### src/rtl/busmon_pkg.sv
package busmon_pkg;

  typedef enum logic [2:0] {
    CYC_IDLE  = 3'd0,
    CYC_FETCH = 3'd1,
    CYC_MRD   = 3'd2,
    CYC_MWR   = 3'd3,
    CYC_IORD  = 3'd4,
    CYC_IOWR  = 3'd5,
    CYC_INTA  = 3'd6,
    CYC_RFSH  = 3'd7
  } cyc_e;

  // strobes from control to datapath, valid in the sampling cycle
  typedef struct packed {
    logic capAll;
    logic capRow;
    logic capPort;
    logic incFetch;
    logic incRfsh;
  } ctlStrb_t;

  // bit positions inside the active-high strobe pattern
  localparam int PAT_W  = 6;
  localparam int B_M1   = 5;
  localparam int B_MREQ = 4;
  localparam int B_IORQ = 3;
  localparam int B_RD   = 2;
  localparam int B_WR   = 1;
  localparam int B_RFSH = 0;

endpackage

### src/rtl/busmon_ctrl.sv
module busmon_ctrl
  import busmon_pkg::*;
(
  input  logic             clk,
  input  logic             rstN,
  input  logic [PAT_W-1:0] patIn,
  output cyc_e             cycType,
  output logic             cycStart,
  output logic             protoErr,
  output ctlStrb_t         strb
);

  logic             m1, mreq, iorq, rd, wr, rfsh;
  logic             illegal;
  logic             newStart;
  cyc_e             nextType;
  logic [PAT_W-1:0] prevPat;

  assign m1   = patIn[B_M1];
  assign mreq = patIn[B_MREQ];
  assign iorq = patIn[B_IORQ];
  assign rd   = patIn[B_RD];
  assign wr   = patIn[B_WR];
  assign rfsh = patIn[B_RFSH];

  assign illegal = (rd & wr) | (mreq & iorq) | (m1 & rfsh);

  always_comb begin
    nextType = CYC_IDLE;
    if (!illegal) begin
      if (m1 & mreq)        nextType = CYC_FETCH;
      else if (m1 & iorq)   nextType = CYC_INTA;
      else if (mreq & rfsh) nextType = CYC_RFSH;
      else if (mreq & rd)   nextType = CYC_MRD;
      else if (mreq & wr)   nextType = CYC_MWR;
      else if (iorq & rd)   nextType = CYC_IORD;
      else if (iorq & wr)   nextType = CYC_IOWR;
      else                  nextType = CYC_IDLE;
    end
  end

  assign newStart = (patIn != prevPat) && (nextType != CYC_IDLE);

  always_comb begin
    strb.capAll   = (nextType != CYC_IDLE);
    strb.capRow   = (nextType == CYC_RFSH);
    strb.capPort  = (nextType == CYC_IORD) || (nextType == CYC_IOWR);
    strb.incFetch = newStart && (nextType == CYC_FETCH);
    strb.incRfsh  = newStart && (nextType == CYC_RFSH);
  end

  always_ff @(posedge clk) begin
    if (!rstN) begin
      prevPat  <= '0;
      cycType  <= CYC_IDLE;
      cycStart <= 1'b0;
      protoErr <= 1'b0;
    end else begin
      prevPat  <= patIn;
      cycType  <= nextType;
      cycStart <= newStart;
      if (illegal) protoErr <= 1'b1;
    end
  end

  AST_START_NONIDLE: assert property (@(posedge clk) disable iff (!rstN)
    cycStart |-> (cycType != CYC_IDLE));

  AST_ERR_STICKY: assert property (@(posedge clk) disable iff (!rstN)
    protoErr |=> protoErr);

  AST_ERR_IDLE: assert property (@(posedge clk) disable iff (!rstN)
    $rose(protoErr) |-> (cycType == CYC_IDLE));

  AST_REPEAT_NO_START: assert property (@(posedge clk) disable iff (!rstN)
    (patIn == prevPat) |=> !cycStart);

endmodule

### src/rtl/busmon_dp.sv
module busmon_dp
  import busmon_pkg::*;
#(
  parameter int ADDR_W = 16,
  parameter int DATA_W = 8,
  parameter int CNT_W  = 16,
  parameter int ROW_W  = 7,
  parameter int PORT_W = 8
) (
  input  logic              clk,
  input  logic              rstN,
  input  ctlStrb_t          strb,
  input  logic [ADDR_W-1:0] addr,
  input  logic [DATA_W-1:0] data,
  output logic [ADDR_W-1:0] capAddr,
  output logic [DATA_W-1:0] capData,
  output logic [ROW_W-1:0]  rowAddr,
  output logic [PORT_W-1:0] portAddr,
  output logic [CNT_W-1:0]  fetchCnt,
  output logic [CNT_W-1:0]  rfshCnt
);

  localparam int NUM_CNT = 2;
  localparam logic [CNT_W-1:0] CNT_MAX = '1;
  localparam logic [CNT_W-1:0] CNT_ONE = CNT_W'(1);

  logic [NUM_CNT-1:0] incVec;
  logic [CNT_W-1:0]   cntQ [NUM_CNT];

  assign incVec = {strb.incRfsh, strb.incFetch};

  always_ff @(posedge clk) begin
    if (!rstN) begin
      capAddr  <= '0;
      capData  <= '0;
      rowAddr  <= '0;
      portAddr <= '0;
    end else begin
      if (strb.capAll) begin
        capAddr <= addr;
        capData <= data;
      end
      if (strb.capRow)  rowAddr  <= addr[ROW_W-1:0];
      if (strb.capPort) portAddr <= addr[PORT_W-1:0];
    end
  end

  for (genvar gi = 0; gi < NUM_CNT; gi++) begin : g_cnt
    always_ff @(posedge clk) begin
      if (!rstN)                               cntQ[gi] <= '0;
      else if (incVec[gi] && cntQ[gi] != CNT_MAX) cntQ[gi] <= cntQ[gi] + CNT_ONE;
    end

    AST_CNT_SAT: assert property (@(posedge clk) disable iff (!rstN)
      (cntQ[gi] == CNT_MAX) |=> (cntQ[gi] == CNT_MAX));

    AST_CNT_STEP: assert property (@(posedge clk) disable iff (!rstN)
      ##1 ((cntQ[gi] == $past(cntQ[gi])) ||
           (cntQ[gi] == $past(cntQ[gi]) + CNT_ONE)));
  end

  assign fetchCnt = cntQ[0];
  assign rfshCnt  = cntQ[1];

  AST_ROW_HOLD: assert property (@(posedge clk) disable iff (!rstN)
    !strb.capRow |=> $stable(rowAddr));

  AST_PORT_HOLD: assert property (@(posedge clk) disable iff (!rstN)
    !strb.capPort |=> $stable(portAddr));

  AST_CAP_HOLD: assert property (@(posedge clk) disable iff (!rstN)
    !strb.capAll |=> ($stable(capAddr) && $stable(capData)));

endmodule

### src/rtl/busCycleMon.sv
module busCycleMon
  import busmon_pkg::*;
#(
  parameter int ADDR_W = 16,
  parameter int DATA_W = 8,
  parameter int CNT_W  = 16,
  parameter int ROW_W  = 7,
  parameter int PORT_W = 8
) (
  input  logic              clk,
  input  logic              rstN,
  input  logic              m1N,
  input  logic              mreqN,
  input  logic              iorqN,
  input  logic              rdN,
  input  logic              wrN,
  input  logic              rfshN,
  input  logic [ADDR_W-1:0] addr,
  input  logic [DATA_W-1:0] data,
  output logic [2:0]        cycType,
  output logic              cycStart,
  output logic              protoErr,
  output logic [ADDR_W-1:0] capAddr,
  output logic [DATA_W-1:0] capData,
  output logic [ROW_W-1:0]  rowAddr,
  output logic [PORT_W-1:0] portAddr,
  output logic [CNT_W-1:0]  fetchCnt,
  output logic [CNT_W-1:0]  rfshCnt
);

  logic [PAT_W-1:0] pat;
  cyc_e             typeQ;
  ctlStrb_t         strb;

  assign pat = ~{m1N, mreqN, iorqN, rdN, wrN, rfshN};

  busmon_ctrl u_ctrl (
    .clk      (clk),
    .rstN     (rstN),
    .patIn    (pat),
    .cycType  (typeQ),
    .cycStart (cycStart),
    .protoErr (protoErr),
    .strb     (strb)
  );

  busmon_dp #(
    .ADDR_W (ADDR_W),
    .DATA_W (DATA_W),
    .CNT_W  (CNT_W),
    .ROW_W  (ROW_W),
    .PORT_W (PORT_W)
  ) u_dp (
    .clk      (clk),
    .rstN     (rstN),
    .strb     (strb),
    .addr     (addr),
    .data     (data),
    .capAddr  (capAddr),
    .capData  (capData),
    .rowAddr  (rowAddr),
    .portAddr (portAddr),
    .fetchCnt (fetchCnt),
    .rfshCnt  (rfshCnt)
  );

  assign cycType = typeQ;

endmodule

### config.mk
export PLATFORM = sky130hd
export DESIGN_NAME = busCycleMon
export DESIGN_NICKNAME = d
export VERILOG_FILES = /design/src/rtl/busmon_pkg.sv /design/src/rtl/busmon_ctrl.sv /design/src/rtl/busmon_dp.sv /design/src/rtl/busCycleMon.sv
export SDC_FILE = /design/constraint.sdc
export NUM_CORES = 1
export LEC_CHECK = 0
export BUFFER_PORTS_ARGS = -buffer_cell sky130_fd_sc_hd__buf_2
export CAP_MARGIN = 40
export CORE_AREA = 2 2 78 95
export DETAILED_ROUTE_END_ITERATION = 6
export DIE_AREA = 0 0 80 97
export HOLD_SLACK_MARGIN = 0.02
export PLACE_DENSITY = 0.87
export SETUP_SLACK_MARGIN = 0.3
export SLEW_MARGIN = 20
export SYNTH_ARGS = -nofsm -noshare
export SYNTH_HDL_FRONTEND = slang
export SYNTH_SLANG_ARGS = --single-unit
### constraint.sdc
create_clock -name clk -period 5.1 [get_ports clk]
set_clock_uncertainty 0.15 [all_clocks]
set_input_delay 1.02 -clock clk [delete_from_list [all_inputs] [get_ports clk]]
set_output_delay 1.02 -clock clk [all_outputs]
set_load 0.02 [all_outputs]
==> impl_metrics.env <==
export IMPL_drive_gt1_share_pct=28.7
export IMPL_fmax_mhz=335
export IMPL_fp_row_count=33
export IMPL_ant_nets=0
export IMPL_hold_depth=2
export IMPL_status="complete, no violations"
export IMPL_nets=507
export IMPL_powerDensity_nw_per_um2=311
export IMPL_critPathTopFamily="compound AO/OA/AOI/OAI gates"
export IMPL_holdWs_ns=0.318
export IMPL_cts_buffer_depth=2
export IMPL_r2r_slack_ns=2.38
export IMPL_syn_nets=413
export IMPL_ys_dominant_reg_cell="dfxtp_1"
export IMPL_max_slew_worst_pin_slew_ns=0.710
export IMPL_clkPwrFrac_pct=35.7
export IMPL_whs_endpoint="u_dp.capData[4]"
export IMPL_avgViaCountPerCell=5.43
export IMPL_floorplan_initialDensity_pct=55.7
export IMPL_first_global_vias=2918
export IMPL_die_w_um=80
export IMPL_timing_rr_start="u_dp.cntQ[0][2]"
export IMPL_fin_crit_sh_pct=58.5
export IMPL_drv_cap=0
export IMPL_combPwrFrac_pct=12.3
export IMPL_netSwitchingPower_mw=0.359
export IMPL_dp_hpwl_mm=5.79
export IMPL_hold_viol_final=0
export IMPL_worst_path_max_delay_cell="o21ai_1"
export IMPL_grt_first_pass_wirelength_mm=13.5
export IMPL_grt_util_met1_pct=27.2
export IMPL_worstPathCellList="buf_2 > nor3b_2 > nand3_4 > a31o_4 > o21ai_1 > buf_4"
export IMPL_hp_start="u_dp.capData[4]"
export IMPL_dr_pass1_iters=5
export IMPL_h_tree_depth=3
export IMPL_cts_clk_slew_worst_paths_ns=0.08
export IMPL_cts_num_sinks=82
export IMPL_postCtsSetupBuffers=0
export IMPL_ys_seq_area_share_pct=52.0
export IMPL_cts_root_buf="clkbuf_8"
export IMPL_critPathCaptureType="flop"
export IMPL_gr_max_usage_layer="met2"
export IMPL_syn2layout_area_growth_pct=20.4
export IMPL_ys_ff_latch=82
export IMPL_relSlewSlack_pct=52.3
export IMPL_grt_util_met3_pct=6.25
export IMPL_dieArea_sq_um=7760
export IMPL_core_area_sq_um=6770
export IMPL_multi_input_area_sq_um=1650
export IMPL_slew_viol_final=0
export IMPL_antenna_found_initial=0
export IMPL_gr_total_overflow=0
export IMPL_met2_usage_pct=35.3
export IMPL_switching_share_pct=25.4
export IMPL_die_h_um=97
export IMPL_place_congestion=0.842
export IMPL_rr_worst_depth=5
export IMPL_crit_arrival_ns=2.89
export IMPL_path_class="in2reg"
export IMPL_wirelength_mm=8.26
export IMPL_finalSetupTns_ns=0
export IMPL_ff_latch_area_sq_um=1960
export IMPL_numCtsBuffers=9
export IMPL_postCtsHoldBufs=0
export IMPL_hp_class="reg2reg"
export IMPL_yosysUniqueCellTypes=42
export IMPL_pwr_share_seq_pct=52.0
export IMPL_cts_tree="built"
export IMPL_syn_area_sq_um=3770
export IMPL_post_cts_resized=0
export IMPL_layout_commonest_cell="buf_2"
export IMPL_p_int_mw=1.05
export IMPL_drtIter0Drc=225
export IMPL_yosysWarnings=0
export IMPL_layout_common_cells="107 x buf_2, 50 x dfxtp_1, 38 x nand3_1, 34 x nand2_1, 32 x edfxtp_1"
export IMPL_worstReg2RegEnd="u_dp.cntQ[0][12]"
export IMPL_critPathBufInv=2
export IMPL_required_ns=5.01
export IMPL_grt_max_degree=66
export IMPL_synth_avg_cell_area_sq_um=9.95
export IMPL_finalSetupViolations=0
export IMPL_async_reset_ff_share_pct=0
export IMPL_fillers=540
export IMPL_cp_start_kind="primary input"
export IMPL_worstSkewPairLatency_ns=0.35
export IMPL_slowest_delay_ns=0.58
export IMPL_netlist_instances=379
export IMPL_antennaDiodeCount=0
export IMPL_grt_setup_unrepaired="no"
export IMPL_fin_crit_ns=2.98
export IMPL_ios=108
export IMPL_max_vdd_ir_drop_uv=259
export IMPL_io_buffers=107
export IMPL_avgRoutedWirePerCell_um=14.6
export IMPL_drc_errors=0
export IMPL_vias=3070
export IMPL_p_leak_nw=1.84
export IMPL_crit_fanout=16
export IMPL_synth_edf_count=32
export IMPL_grt_usage_pct=21.9
worst reg2reg max path: stages, from the launching register on:
cell and delay [ns]:
edfxtp_1 0.47, and4_1 0.49, nand4_1 0.17, o21bai_2 0.57, o21ai_1 0.35, buf_4 0.28
power by group through the flow:
stage          combinational, mW  clock (mW)  sequential [mW]
6_report                   0.174       0.505            0.735
4_1_cts                    0.176       0.513            0.735
2_1_floorplan             0.0815           0            0.783
3_3_place_gp               0.171           0            0.748
3_5_place_dp               0.174           0            0.750
5_1_grt                    0.191       0.537            0.739
flip-flops by register name, summed over array words and instances (netlist names):
signal / count
u_dp.rowAddr: 7
u_dp.portAddr: 8
u_dp.cntQ: 32
u_ctrl.protoErr: 1
u_dp.capData: 8
u_dp.capAddr: 16
u_ctrl.cycStart: 1
u_ctrl.cycType: 3
u_ctrl.prevPat: 6
cell usage after synthesis, types with 11 or more instances:
cell type,instances,area (sq um)
o21ai_0,29,145
nor3_1,18,90.1
nand3_1,38,190
nand4_1,12,75.1
nor4_1,17,106
nor2b_1,25,156
mux2i_1,15,150
dfxtp_1,50,1000
xnor2_1,11,96.3
nand2_1,34,128
xor2_1,21,184
edfxtp_1,32,961
buf_2,14,70.1
cell type report:
| cell class | count | share of cell area, % |
|---|---|---|
| clock buffers | 12 | 3.91 |
| clock inverters | 4 | 0.991 |
| inverters | 7 | 0.578 |
| multi-input cells | 261 | 36.3 |
| flip-flops and latches | 82 | 43.2 |
| well taps | 87 | 2.40 |
| repair buffers | 112 | 12.6 |
metal layers:
metal  share of wire, %  wire length, um
met5                  0                0
met1                 41             3410
met2                 49             4040
met3                9.2              760
met4               0.64               53
through the flow:
stage / utilization, % / cell area (sq um) / worst slack [ns] / power [mW] / cells
finish: 67.1 / 4540 / 2.12 / 1.41 / 565
global route: 67.1 / 4540 / 1.96 / 1.47 / 565
CTS: 67.1 / 4540 / 2.10 / 1.42 / 565
detailed placement: 63.8 / 4320 / 1.72 / 0.924 / 549
global placement: 63.8 / 4320 / 1.78 / 0.919 / 549
floorplan: - / 3770 / 1.32 / 0.865 / 379
cells by family after synthesis:
logic type | Yosys count | synth area share, %
adder cells (fa/ha/maj) | 2 | 0.663
XOR/XNOR | 32 | 7.43
multiplexers | 15 | 3.98
AO/OA/AOI/OAI | 45 | 7.93
buffers and inverters | 36 | 4.25
AND/OR/NAND/NOR | 167 | 23.7
flip-flops | 82 | 52.0
worst max-delay path by stage:
stage | from | endpoint | slack [ns] | depth (start not counted)
finish | iorqN | u_dp.cntQ[1][14] | 2.12 | 6
global route | iorqN | u_dp.cntQ[1][9] | 1.96 | 6
CTS | iorqN | u_dp.cntQ[1][14] | 2.10 | 6
detailed placement | iorqN | u_dp.cntQ[1][9] | 1.72 | 6
global placement | iorqN | u_dp.cntQ[1][7] | 1.78 | 6
floorplan | rfshN | u_dp.cntQ[1][0] | 1.32 | 6
Note: power is estimated with default switching activity, not from simulation.
